<file path="src/rtl/burst_seq_pkg.sv">
package burst_seq_pkg;
  localparam int LOW_W = 2;
  typedef logic [LOW_W-1:0] low_t;

  // Low address bits for a beat, given the start low bits and the beat count.
  function automatic low_t order_low(input low_t start, input low_t cnt, input logic ilv);
    low_t r;
    if (ilv) r = start ^ cnt;
    else     r = start + cnt;
    return r;
  endfunction
endpackage

</file>
<file path="src/rtl/burst_beat_ctr.sv">
module burst_beat_ctr
  import burst_seq_pkg::*;
(
  input  logic clk,
  input  logic rst,
  input  logic en,
  input  logic load,
  input  low_t start_in,
  output low_t start_q,
  output low_t cnt_nxt
);
  low_t cnt_q;

  assign cnt_nxt = load ? '0 : low_t'(cnt_q + 1'b1);

  always_ff @(posedge clk) begin
    if (rst) begin
      cnt_q   <= '0;
      start_q <= '0;
    end else if (en) begin
      cnt_q <= cnt_nxt;
      if (load) start_q <= start_in;
    end
  end
endmodule

</file>
<file path="src/rtl/burst_order_map.sv">
module burst_order_map
  import burst_seq_pkg::*;
(
  input  low_t start,
  input  low_t cnt,
  input  logic ilv,
  output low_t low_out
);
  assign low_out = order_low(start, cnt, ilv);
endmodule

</file>
<file path="src/rtl/burst_addr_seq.sv">
module burst_addr_seq
  import burst_seq_pkg::*;
#(
  parameter int ADDR_W = 18
) (
  input  logic              clk,
  input  logic              rst,
  input  logic              step_en_i,
  input  logic              load_i,
  input  logic              ilv_mode_i,
  input  logic [ADDR_W-1:0] addr_i,
  output logic [ADDR_W-1:0] addr_o
);
  localparam int UP_W = ADDR_W - LOW_W;

  low_t start_q;
  low_t cnt_nxt;
  low_t low_nxt;

  burst_beat_ctr ctr_i (
    .clk      (clk),
    .rst      (rst),
    .en       (step_en_i),
    .load     (load_i),
    .start_in (addr_i[LOW_W-1:0]),
    .start_q  (start_q),
    .cnt_nxt  (cnt_nxt)
  );

  burst_order_map map_i (
    .start   (start_q),
    .cnt     (cnt_nxt),
    .ilv     (ilv_mode_i),
    .low_out (low_nxt)
  );

  always_ff @(posedge clk) begin
    if (rst) begin
      addr_o <= '0;
    end else if (step_en_i) begin
      if (load_i) addr_o <= addr_i;
      else        addr_o <= {addr_o[ADDR_W-1 -: UP_W], low_nxt};
    end
  end
endmodule

</file>
<file path="config.mk">
export PLATFORM = sky130hd
export DESIGN_NAME = burst_addr_seq
export DESIGN_NICKNAME = d
export VERILOG_FILES = /design/src/rtl/burst_seq_pkg.sv /design/src/rtl/burst_beat_ctr.sv /design/src/rtl/burst_order_map.sv /design/src/rtl/burst_addr_seq.sv
export SDC_FILE = /design/constraint.sdc
export NUM_CORES = 1
export LEC_CHECK = 0
export ABC_AREA = 0
export ABC_CLOCK_PERIOD_IN_PS = 2200
export CORE_ASPECT_RATIO = 1.2
export CORE_UTILIZATION = 42
export CTS_CLUSTER_DIAMETER = 150
export DETAILED_ROUTE_END_ITERATION = 10
export GPL_TIMING_DRIVEN = 0
export PLACE_DENSITY = 0.82
export SYNTH_ARGS = -nofsm -noshare
export SYNTH_HDL_FRONTEND = slang
export SYNTH_SLANG_ARGS = --single-unit
</file>
<file path="constraint.sdc">
create_clock -name clk -period 2.2 [get_ports clk]
set_input_delay 0.44 -clock clk [delete_from_list [all_inputs] [get_ports clk]]
set_output_delay 0.44 -clock clk [all_outputs]
set_load 0.02 [all_outputs]
</file>
==> results.toml, run 1 <==
[pwr]
swShare = 0.2512
switching_power_w = 0.0001894
max-vdd-ir-drop_uv = 464.7
pwr-share-clk = 0.229
seqPwrFrac = 0.568
p_leak_nw = 0.5051
p_comb_frac = 0.203
internal_power_w = 0.0005647
power_density_nw_per_um2 = 577.3

[placement]
io_buffer_count = 38
dp.final_hpwl_um = 1593
pre_cts_slack_ns = 0.4810
gp_congestion = 0.7783

[floorplanning]
initial_core_util = 0.4646
core_sq_um = 1893
num_rows = 17
ios = 41
die-height_um = 52.13
die_area_sq_um = 2282
die_w_um = 43.78

[grt]
grt.busiest_layer = "met2"
grt_pass1_vias = 758
antenna_found_initial = 0
grt_max_degree = 12
grt_usage = 0.1975
grt_util_met2 = 0.3557
grt_util_met1 = 0.2473
grt_overflow = 0
use_met3 = 0.02083
grt_pass1_wl_um = 3387

[worst_setup_path]
worst_setup_path_start_kind = "register"
crit_path_top_delay_cell = "clkdlybuf4s50_1"
reg2regPathDepth = 5
rr_startpoint = "ctr_i.cnt_q[0]"
rr_endpoint = "addr_o[1]"
worstSetupPathType = "register to output port"
cpLargestDelayFamily = "buffers and inverters"
required_ns = 1.76
crit_path_max_incr_delay_ns = 0.62
worstSetupStartpoint = "addr_o[9]"
path_max_fanout = 2
cp-end-kind = "output port"
crit_chain = "clkdlybuf4s50_1"
reg2reg_slack_ns = 0.75
cp.buffers_inverters = 1
arrival_ns = 1.28

[sta]
max_clock_freq_ghz = 0.5814
slew_violations = 0
min_period_ns = 1.720
grt_setup_unrepaired = "false"
worst_slew_pin_slew_ns = 0.4354
slew_headroom = 0.7097
worst_slack_ns = 0.4800
fin_skew_ns = 0.008009
fin_crit_sh = 0.7818
finalSetupTns_ns = 0
finalHoldViolCount = 0
setup_violations = 0

[routing]
finalWirelength_um = 2075
wire_per_inst_um = 12.58
postRouteAntennaNets = 0
drt-pass1-iter-count = 7
via_per_inst = 5.109
drc = 2
drt_iter0_drc = 18
dr_total_vias = 843

[cells_and_area]
drive_gt1_frac = 0.07534
fin_nets = 172
n_fill_cell = 153
final_cell_mix = "clkdlybuf4s50_1, nand2_1, dfxtp_1, a21oi_1, nor2_1"
insertedDiodeCount = 0
final_common_cell = "clkdlybuf4s50_1"
area_delta_synth_final_pct = 48.51

[min_path]
min_from = "load_i"
worst_hold_path.endpoint = "addr_o[1]"
hp-class = "primary input to register"
hold_depth = 2

[flow_run]
cap_violations = 0

[status]
status = "finished, violations left"
failed_checks = "DRC"

[synth]
syn_area_per_cell_sq_um = 8.377
async_flop_share = 0
synth_area_sq_um = 879.6
synth_ff_type = "dfxtp_1"
netlist_instances = 105
synth_seq_cells = 22
ys_warn_count = 0
synth_edf_count = 0
synth_nets = 129
yosysSeqAreaShare = 0.5007
synth.distinct_cells = 23

[cts]
cts.repair.resized = 0
htree_levels = 1
post-cts-setup-buffers = 0
clockBufferDepth = 2
cts_tree = "built"
ctsRootBufferMaster = "clkbuf_4"
numClockSinks = 22
hold_buffers = 0
insertion_delay_ns = 0.29
clk_pin_slew_ns = 0.12
cts_buffers = 3
[metal layers]
metal,vias to the layer above,share of wire,wire (um)
met4,0,0.0082,17
met5,-,0,0
met1,390,0.41,857
met2,21,0.54,1114
li1,430,-,-
met3,2,0.041,86
[Yosys cell counts (2+ instances only)]
| cell type | n | share of area |
|---|---|---|
| nand2_1 | 36 | 0.15 |
| dfxtp_1 | 22 | 0.50 |
| a21oi_1 | 20 | 0.11 |
| nor2_1 | 4 | 0.017 |
| buf_2 | 2 | 0.011 |
| buf_4 | 2 | 0.017 |
| clkbuf_1 | 2 | 0.0085 |
| inv_1 | 2 | 0.0085 |
[through the flow]
step                instance area [sq um]  std cells    util  total power, W  hold WS (ns)
floorplan                           879.6        105       -       0.0005095        0.4406
finish                               1306        165  0.6900       0.0007541        0.3955
CTS                                  1306        165  0.6900       0.0007579        0.4031
global route                         1306        165  0.6900       0.0007905        0.4155
detailed placement                   1284        162  0.6781       0.0005911        0.4494
global placement                     1284        162  0.6781       0.0005857        0.4425
[how the worst max path moves through the flow]
stage	endpoint	cells after the start	slack, ns
floorplan	addr_o[1]	6	0.67
global placement	addr_o[1]	4	0.57
detailed placement	addr_o[1]	4	0.48
CTS	addr_o[9]	1	0.48
global route	addr_o[6]	1	0.44
finish	addr_o[9]	1	0.48
[cells by family after synthesis]
kind of cell	Yosys count	share of synthesized area
adders and majority gates	1	0.01422
buffers and inverters	9	0.05832
and+or+nand+nor	46	0.2262
xor gates and xnor gates	2	0.03556
AOI/OAI and AO/OA	24	0.1536
muxes	1	0.01138
DFF	22	0.5007
[final cells by class]
cell class,count,area (sq um),area share
Tap cell,19,23.77,0.01820
Clock buffer,3,22.52,0.01724
Sequential cell,22,440.4,0.3372
Inverter,2,7.507,0.005747
Multi-Input combinational cell,74,387.9,0.2969
Timing Repair Buffer,38,380.4,0.2912
Buffer,7,43.79,0.03352
[power groups by stage]
stage	registers [W]	logic, W	clock network (W)
6_report	0.000428	0.000153	0.000173
5_1_grt	0.000430	0.000168	0.000192
4_1_cts	0.000428	0.000155	0.000175
3_5_place_dp	0.000437	0.000154	0
3_3_place_gp	0.000436	0.000150	0
2_1_floorplan	0.000456	0.0000535	0
[flip-flops by register name, indices dropped and copies added, names as in the netlist]
| register | count |
|---|---|
| addr_o | 18 |
| ctr_i.cnt_q | 2 |
| ctr_i.start_q | 2 |
No activity file was read; power rests on OpenSTA's default activity.
==> run 2: changes to the inputs <==
ABC_CLOCK_PERIOD_IN_PS = 1770   (was 2200)
CORE_UTILIZATION = 39   (was 42)
PLACE_DENSITY = 0.77   (was 0.82)
clock period = 1.77 ns   (was 2.2 ns; I/O delays follow)
==> run 2 against run 1 <==
  * The flow now finishes without violations
  * Critical endpoint is now addr_o[11]
  * Non-clock buffer count unchanged
  * Largest cell class unchanged
  * Sequential power rose by 24%
  * Combinational power grew 24%
==> results.toml, run 2 (synthesis gave the netlist of run 1 again) <==
[sta]
finalSetupTns_ns = 0
fin_skew_ns = 0.001719
fin_crit_sh = 0.9193
worst_slew_pin_slew_ns = 0.4369
grt_setup_unrepaired = "false"
max_clock_freq_ghz = 0.6146
slew_violations = 0
finalHoldViolCount = 0
whs_ns = 0.2995
slew_headroom = 0.7087
setup_violations = 0
min_period_ns = 1.627
worst_slack_ns = 0.1429

[worst_setup_path]
cp-end-kind = "output port"
crit_path_max_incr_delay_ns = 0.62
path_max_fanout = 2
reg2reg_slack_ns = 0.36
cpLargestDelayFamily = "buffers and inverters"
rr_startpoint = "ctr_i.cnt_q[0]"
rr_endpoint = "addr_o[1]"
crit_chain = "clkdlybuf4s50_1"
worstSetupPathType = "register to output port"
cp.buffers_inverters = 1
crit_path_top_delay_cell = "clkdlybuf4s50_1"
worst_setup_path_start_kind = "register"
arrival_ns = 1.27
required_ns = 1.42
reg2regPathDepth = 5

[grt]
grt_max_degree = 13
grt_usage = 0.1788
grt_pass1_vias = 751
grt_pass1_wl_um = 3125
antenna_found_initial = 0
grt_overflow = 0

[routing]
finalWirelength_um = 1987
drt_iter0_drc = 10
postRouteAntennaNets = 0
drc = 0
wl_met2_um = 1009
wl_met3_um = 68
drt-pass1-iter-count = 4
wire_per_inst_um = 11.23
wl_met1_um = 881
dr_total_vias = 826
via_per_inst = 4.667
top_layer_used = "met4"

[cells_and_area]
area_delta_synth_final_pct = 51.64
final_cell_mix = "clkdlybuf4s50_1, nand2_1, dfxtp_1, a21oi_1, nor2_1"
insertedDiodeCount = 0
reg_top3 = "addr_o x18, ctr_i.cnt_q x2, ctr_i.start_q x2"
largest_reg_flops = 18
final_common_cell = "clkdlybuf4s50_1"
regMostFlops = "addr_o"
drive_gt1_frac = 0.08163
final_cells = 177
fin_nets = 172

[cts]
cts_buffers = 3
clockBufferDepth = 2
numClockSinks = 22
post-cts-setup-buffers = 0
cts.repair.resized = 0
ctsRootBufferMaster = "clkbuf_4"
cts_tree = "built"
insertion_delay_ns = 0.30
clk_pin_slew_ns = 0.12
htree_levels = 1
hold_buffers = 0

[floorplanning]
initial_core_util = 0.4200
core_sq_um = 2095
ios = 41
die-height_um = 54.02
die_area_sq_um = 2450
die_w_um = 45.35
num_rows = 18

[flow_run]
cap_violations = 0

[pwr]
swShare = 0.2456
internal_power_w = 0.0007482
max-vdd-ir-drop_uv = 431.6
seqPwrFrac = 0.536
power_density_nw_per_um2 = 743.6
p_leak_nw = 0.5123
pwr-share-clk = 0.273
switching_power_w = 0.0002436
p_comb_frac = 0.191

[min_path]
worst_hold_path.endpoint = "addr_o[1]"
hold_depth = 2
hp-class = "primary input to register"
min_from = "load_i"

[placement]
pre_cts_slack_ns = 0.2090
gp_congestion = 0.8043
dp.final_hpwl_um = 1500
dp_cells = 173
io_buffer_count = 38

[status]
status = "complete, no violations"
==> run 2: cell type report <==
| type | instances | area (sq um) |
|---|---|---|
| Inverter | 2 | 7.507 |
| Clock buffer | 4 | 36.28 |
| Fill cell | 187 | 760.7 |
| Multi-Input combinational cell | 74 | 387.9 |
| Sequential cell | 22 | 440.4 |
| Tap cell | 30 | 37.54 |
| Timing Repair Buffer | 38 | 380.4 |
| Buffer | 7 | 43.79 |
==> run 2: power groups by stage <==
stage / Combinational, W / Clock, W / Sequential (W)
2_1_floorplan: 0.0000665 / 0 / 0.000567
3_3_place_gp: 0.000186 / 0 / 0.000542
3_5_place_dp: 0.000191 / 0 / 0.000543
4_1_cts: 0.000192 / 0.000279 / 0.000532
5_1_grt: 0.000207 / 0.000308 / 0.000535
6_report: 0.000189 / 0.000270 / 0.000532
==> run 2: worst max path at each step <==
| stage | from | endpoint | slack [ns] | depth (start not counted) |
|---|---|---|---|---|
| final | addr_o[11] | addr_o[11] | 0.14 | 1 |
| after global routing | addr_o[2] | addr_o[2] | 0.08 | 1 |
| after CTS | addr_o[11] | addr_o[11] | 0.13 | 1 |
| after detailed placement | rst | ctr_i.cnt_q[0] | 0.21 | 3 |
| after global placement | rst | addr_o[1] | 0.22 | 4 |
| after floorplan | load_i | addr_o[1] | 0.32 | 6 |
==> run 2: per-stage QoR <==
step,cell area [sq um],util,power (W)
global placement,1297,0.6195,0.0007279
CTS,1334,0.6368,0.001003
floorplan,879.6,-,0.0006332
global route,1334,0.6368,0.001050
finish,1334,0.6368,0.0009918
detailed placement,1297,0.6195,0.0007337
==> run 2: metal layers <==
metal | vias up | global-route usage
met5 | - | 0
met1 | 376 | 0.2012
met4 | 0 | 0.1010
li1 | 428 | -
met2 | 20 | 0.3188
met3 | 2 | 0.02349
